<file path="src/rtl/flash_cmd_fsm.sv">
module flash_cmd_fsm #(
  parameter int NBLK_W    = 4,
  parameter int BOFF_W    = 2,
  parameter int PROG_CYC  = 6,
  parameter int ERASE_CYC = 40,
  parameter int WAKE_CYC  = 8,
  localparam int AW    = NBLK_W + BOFF_W,
  localparam int DEPTH = 1 << AW,
  localparam int BSZ   = 1 << BOFF_W,
  localparam int CW    = $clog2(ERASE_CYC + PROG_CYC + WAKE_CYC + 1)
) (
  input  logic          clk,
  input  logic          pd_n,
  input  logic [AW-1:0] addr,
  input  logic [7:0]    wdata,
  input  logic          we,
  input  logic          re,
  output logic [7:0]    rdata,
  output logic          ready
);
  typedef enum logic [1:0] {M_ARR, M_ID, M_STAT} mode_t;

  logic [7:0]    mem [DEPTH];
  mode_t         mode;
  logic          pend_e, pend_w, run_e, run_w, susp, eerr, werr;
  logic [AW-1:0] padr;
  logic [7:0]    pdat;
  logic [CW-1:0] cnt, wake;

  wire awake  = (wake == '0);
  wire cmd    = we && awake;
  wire busy   = (run_e || run_w) && !susp;
  wire finish = busy && (cnt == '0);
  wire [7:0] status = {!busy, susp, eerr, werr, 4'b0};
  assign ready = !busy;

  always_ff @(posedge clk or negedge pd_n) begin
    if (!pd_n) begin
      mode <= M_ARR;  pend_e <= 1'b0; pend_w <= 1'b0;
      run_e <= 1'b0;  run_w <= 1'b0;  susp <= 1'b0;
      eerr <= 1'b0;   werr <= 1'b0;
      padr <= '0;     pdat <= '0;     cnt <= '0;
      wake <= CW'(WAKE_CYC);
    end else begin
      if (!awake) wake <= wake - 1'b1;
      if (busy) begin
        if (cnt != '0) cnt <= cnt - 1'b1;
        else begin run_e <= 1'b0; run_w <= 1'b0; end
      end
      if (cmd) begin
        if (pend_e) begin
          pend_e <= 1'b0;
          mode   <= M_STAT;
          if (wdata == 8'hD0) begin
            run_e <= 1'b1;
            cnt   <= CW'(ERASE_CYC - 1);
          end else begin
            eerr <= 1'b1;
            werr <= 1'b1;
          end
        end else if (pend_w) begin
          pend_w <= 1'b0;
          mode   <= M_STAT;
          run_w  <= 1'b1;
          cnt    <= CW'(PROG_CYC - 1);
          padr   <= addr;
          pdat   <= wdata;
        end else if (busy) begin
          if (wdata == 8'h70) mode <= M_STAT;
          else if (wdata == 8'hB0 && run_e && cnt != '0) susp <= 1'b1;
        end else if (susp) begin
          case (wdata)
            8'hD0:   begin susp <= 1'b0; mode <= M_STAT; end
            8'hFF:   mode <= M_ARR;
            8'h90:   mode <= M_ID;
            8'h70:   mode <= M_STAT;
            default: ;
          endcase
        end else begin
          case (wdata)
            8'hFF:        mode <= M_ARR;
            8'h90:        mode <= M_ID;
            8'h70:        mode <= M_STAT;
            8'h50:        begin eerr <= 1'b0; werr <= 1'b0; end
            8'h20:        begin pend_e <= 1'b1; padr <= addr; end
            8'h40, 8'h10: pend_w <= 1'b1;
            default: ;
          endcase
        end
      end
    end
  end

  always_ff @(posedge clk) begin
    if (finish && run_w) mem[padr] <= mem[padr] & pdat;
    if (finish && run_e)
      for (int b = 0; b < BSZ; b++)
        mem[{padr[AW-1:BOFF_W], BOFF_W'(b)}] <= 8'hFF;
  end

  always_ff @(posedge clk or negedge pd_n) begin
    if (!pd_n) rdata <= '0;
    else if (re) begin
      case (mode)
        M_ARR:   rdata <= mem[addr];
        M_ID:    rdata <= (addr == AW'(0)) ? 8'h89 : (addr == AW'(1)) ? 8'hA2 : 8'h00;
        default: rdata <= status;
      endcase
    end
  end

  function automatic logic known_code(input logic [7:0] c);
    return c inside {8'hFF, 8'h90, 8'h70, 8'h50, 8'h20, 8'h40, 8'h10};
  endfunction

  p_wake_ignore_r2: assert property (@(posedge clk) disable iff (!pd_n)
    (!awake && we) |=> $stable(mode) && $stable(pend_e) && $stable(pend_w));

  p_seq_error_r9: assert property (@(posedge clk) disable iff (!pd_n)
    (cmd && pend_e && wdata != 8'hD0) |=> !run_e && eerr && werr);

  p_suspend_freeze_r10: assert property (@(posedge clk) disable iff (!pd_n)
    (susp && !(cmd && wdata == 8'hD0)) |=> susp && $stable(cnt));

  p_reserved_idle_r11: assert property (@(posedge clk) disable iff (!pd_n)
    (cmd && !busy && !susp && !pend_e && !pend_w && !known_code(wdata))
      |=> $stable(mode) && !run_e && !run_w && !pend_e && !pend_w && $stable({eerr, werr}));

  p_start_status_r12: assert property (@(posedge clk) disable iff (!pd_n)
    $rose(run_e || run_w) |-> mode == M_STAT);
endmodule

</file>
<file path="config.mk">
export PLATFORM = sky130hd
export DESIGN_NAME = flash_cmd_fsm
export DESIGN_NICKNAME = d
export VERILOG_FILES = /design/src/rtl/flash_cmd_fsm.sv
export SDC_FILE = /design/constraint.sdc
export NUM_CORES = 1
export LEC_CHECK = 0
export BUFFER_PORTS_ARGS = -buffer_cell sky130_fd_sc_hd__buf_2
export CAP_MARGIN = 20
export CELL_PAD_IN_SITES_DETAIL_PLACEMENT = 1
export CELL_PAD_IN_SITES_GLOBAL_PLACEMENT = 1
export CORE_UTILIZATION = 45
export CTS_CLUSTER_SIZE = 40
export DETAILED_ROUTE_END_ITERATION = 8
export PLACE_DENSITY_LB_ADDON = 0.3
export SLEW_MARGIN = 15
export SYNTH_ARGS = -nofsm -noshare
export SYNTH_HDL_FRONTEND = slang
export SYNTH_SLANG_ARGS = --single-unit
</file>
<file path="constraint.sdc">
create_clock -name clk -period 3.4 [get_ports clk]
set_input_delay 0.17 -clock clk [delete_from_list [all_inputs] [get_ports clk]]
set_output_delay 0.17 -clock clk [all_outputs]
set_load 0.01 [all_outputs]
</file>
==> flow_summary_export.csv <==
group,metric,value,unit
pwr,power.total,15.7,mW
timing,layout_setup_ws,-15.8,ps
routing,final_antenna_net_count,0,
timing,min_period,3420,ps
worst_setup_path,worst-path-buf-inv,5,
routing,drt_iter0_drc,2769,
grt,grt_pass1_vias,25900,
floorplan,rows,91,
placement,dpl.cell_count,3571,
routing,via_per_inst,6.92,
routing,wire_per_inst,31.0,um
worst_setup_path,critPathSlowestCell,"dfrtp_4",
routing,dr_total_vias,25700,
worst_setup_path,critPathTopFamily,"compound AO/OA/AOI/OAI gates",
synth,netlist_area,28000,um2
synth,async_flop_share,7.58,%
clocking,cts_buffers,61,
worst_hold_path,min_path_type,"in -> reg",
worst_hold_path,min_from,"we",
worst_setup_path,critical_path_depth,11,
grt,grt_max_degree,49,
finish,nNetsFinal,2853,
finish,final_area,32000,um2
grt,antenna_found_initial,4,
synth,synth.distinct_cells,67,
timing,skew,33.0,ps
worst_setup_path,crit_chain,"buf_4 -> nor2b_1 -> buf_4 -> buf_4 -> a22o_1 -> a22oi_1 -> o22ai_2 -> o41ai_4 -> buf_6 -> buf_12 -> o211ai_1",
timing,setup_viol,9,
timing,fmax,0.293,GHz
timing,drv_slew,0,
synth,ys.flop_type,"dfxtp_1",
grt,grt_use_met3,8.52,%
clocking,htree_levels,2,
timing,hold_viol_final,0,
outcome,status,"finished with violations",
finish,area_delta_synth_final,14.4,%
synth,synth_top_cell_area_share,36.6,%
clocking,cts_tree,"yes",
finish,final_common_cell,"nand2_1",
clocking,cts_root_buffer,"clkbuf_16",
worst_setup_path,crit_top_cell,"buf_4",
synth,synth.area.top_cells,"dfxtp_1 37%, o211ai_1 14%, mux4_2 14%",
worst_setup_path,r2r_start,"padr[0]$_DFFE_PN0P_",
worst_setup_path,cp.required,3890,ps
grt,grt.total_usage,35.8,%
synth,synth.avg_cell_area,9.96,um2
worst_setup_path,cp_max_fo,24,
placement,port_buffers,26,
synth,yosysTopAreaCell,"dfxtp_1",
worst_setup_path,r2r.worst_path.cells,11,
worst_setup_path,end_kind,"flip-flop",
grt,use_met1,45.4,%
timing,worstMarginPinSlew,1000,ps
finish,drive_gt1_share,20.4,%
grt,grt-busiest-layer,"met2",
grt,grt_pass1_wl,170,mm
synth,synth_edf_count,0,
worst_hold_path,holdPathStages,3,
synth,synth-seq-cells,554,
outcome,violations,"setup timing",
synth,synth_cells,2809,
synth,syn_nets,2831,
finish,instances_no_fill,3718,
placement,routabilityCongestion,1.02,
clocking,insertion_delay,650,ps
pwr,ir_drop,593,uV
pwr,p_leak,11.2,nW
clocking,clock-sinks,554,
floorplan,io_pins,27,
routing,drc,0,
synth,ys_seq_area_share,40.4,%
floorplan,die_y,251,um
synth,yosysWarnings,0,
routing,routed_wl,115,mm
floorplan,core,61600,um2
grt,grt_overflow,0,
pwr,powerDensity,492,nW/um2
timing,slew_headroom,32.9,%
floorplan,die_w,251,um
worst_setup_path,crit_start,"padr[0]$_DFFE_PN0P_",
placement,placed_area,29500,um2
worst_setup_path,cp_data_arrival_time,3900,ps
timing,finalCritPeriodShare,100,%
finish,fill_cells,6686,
floorplan,die_area,63200,um2
placement,dpl.hpwl,76.9,mm
worst_setup_path,critical_path_class,"reg -> reg",
clocking,clk_pin_slew,70,ps
worst_setup_path,max_stage_delay,520,ps
worst_setup_path,crit_path_start_kind,"flip-flop",
clocking,clockBufferDepth,3,
flow_run,cap_violations,0,
routing,drt_pass1_iterations,6,
floorplan,initial_core_util,45.4,%
grt,met2_usage,55.7,%
timing,hold_ws,110,ps
finish,final_cell_mix,"626 x nand2_1, 521 x o211ai_1, 512 x dfxtp_1, 171 x mux4_2, 165 x buf_4",
[worst register-to-register path, delay by kind of cell (launching register included)]
| kind | cells | cell delay [ps] |
|---|---|---|
| AOI/OAI and AO/OA | 5 | 1340 |
| buffers and inverters | 5 | 1120 |
| DFF | 1 | 520 |
| and+or+nand+nor | 1 | 280 |
[metal layers]
layer	part of all wire, %	up-vias
li1	-	10800
met1	38	13000
met2	45	1466
met3	11	427
met4	6.4	4
met5	0.026	-
[timing repair]
action | 4_1_cts | 5_1_grt
hold buffers | 13 | 0
gates resized for setup | 1 | 14
pin swaps | 0 | 3
gates cloned | 0 | 5
buffers inserted | 0 | 16
endpoints found under the hold margin | 56 | 0
setup endpoints to repair | 35 | 99
[report_power, final]
| part | total [mW] | switching (mW) | internal (mW) |
|---|---|---|---|
| Sequential | 7.03 | 0.247 | 6.78 |
| Clock | 6.83 | 2.88 | 3.95 |
| Combinational | 1.88 | 1.14 | 0.739 |
[through the flow]
| step | TNS (ps) | setup WS (ps) | utilization (%) |
|---|---|---|---|
| after global routing | -1990 | -69.8 | 52.0 |
| after detailed placement | -14.4 | -9.87 | 47.9 |
| after floorplan | 0 | 759 | - |
| final | -61.0 | -15.8 | 52.0 |
| after global placement | 0 | 112 | 47.9 |
| after CTS | 0 | 1.81 | 51.5 |
[synth_stat cells, types with 7 or more instances]
| cell type | count |
|---|---|
| a221oi_1 | 50 |
| o221ai_1 | 13 |
| a221o_1 | 16 |
| buf_4 | 9 |
| clkbuf_1 | 157 |
| o21ai_0 | 23 |
| and2_1 | 15 |
| inv_1 | 12 |
| buf_2 | 77 |
| a22o_1 | 17 |
| nand4_1 | 15 |
| or2_2 | 8 |
| nor3_1 | 18 |
| nor2_1 | 47 |
| o22a_1 | 14 |
| o22ai_1 | 31 |
| dfrtp_1 | 41 |
| nand3b_1 | 7 |
| nand2_1 | 626 |
| mux4_2 | 171 |
| o211ai_1 | 521 |
| buf_1 | 13 |
| nand3_1 | 20 |
| mux2i_1 | 116 |
| dfxtp_1 | 512 |
| a22oi_1 | 32 |
| buf_6 | 29 |
| nor2b_1 | 13 |
| mux2_2 | 42 |
| a31oi_1 | 7 |
| a21oi_1 | 24 |
| nand2b_1 | 11 |
| a32oi_1 | 9 |
[area by class of cell]
class / instances / area, um2 / area share [%]
inverter: 14 / 52.6 / 0.164
multi-input combinational: 1956 / 15200 / 47.6
timing repair buffer: 244 / 2300 / 7.20
antenna: 2 / 5.00 / 0.0156
clock buffer: 84 / 1780 / 5.57
tap: 837 / 1050 / 3.27
clock inverter: 27 / 259 / 0.809
sequential: 554 / 11300 / 35.3
[cells by family (layout without fill, tap and decap cells)]
logic type,Yosys count,in the layout,synth area share (%)
compound gates,802,802,22.1
xor+xnor,9,9,0.282
mux,333,333,19.8
buf+inv,299,369,5.25
flops,554,554,40.4
simple gates,808,808,12.0
other cells,0,2,0
fa+ha+maj,4,4,0.179
[path summary, 6_finish.rpt]
check                                     endpoint  slack, ps
max                        mem[44][5]$_SDFFE_PP1P_        -20
min                               cnt[0]$_DFF_PN0_        110
max reg2reg                mem[44][5]$_SDFFE_PP1P_        -20
min reg2reg                mem[24][1]$_SDFFE_PP1P_        490
max in group asynchronous      padr[2]$_DFFE_PN0P_       2720
min in group asynchronous      pdat[4]$_DFFE_PN0P_        120
[flip-flops by register name (all words and copies together) (netlist names)]
name and cells:
cnt 6, mem 512, mode 2, padr 6, pdat 8, pend_e 1, pend_w 1, rdata 8
run_e 1, run_w 1, susp 1, wake 6, werr 1
(Power assumes the default switching activity.)
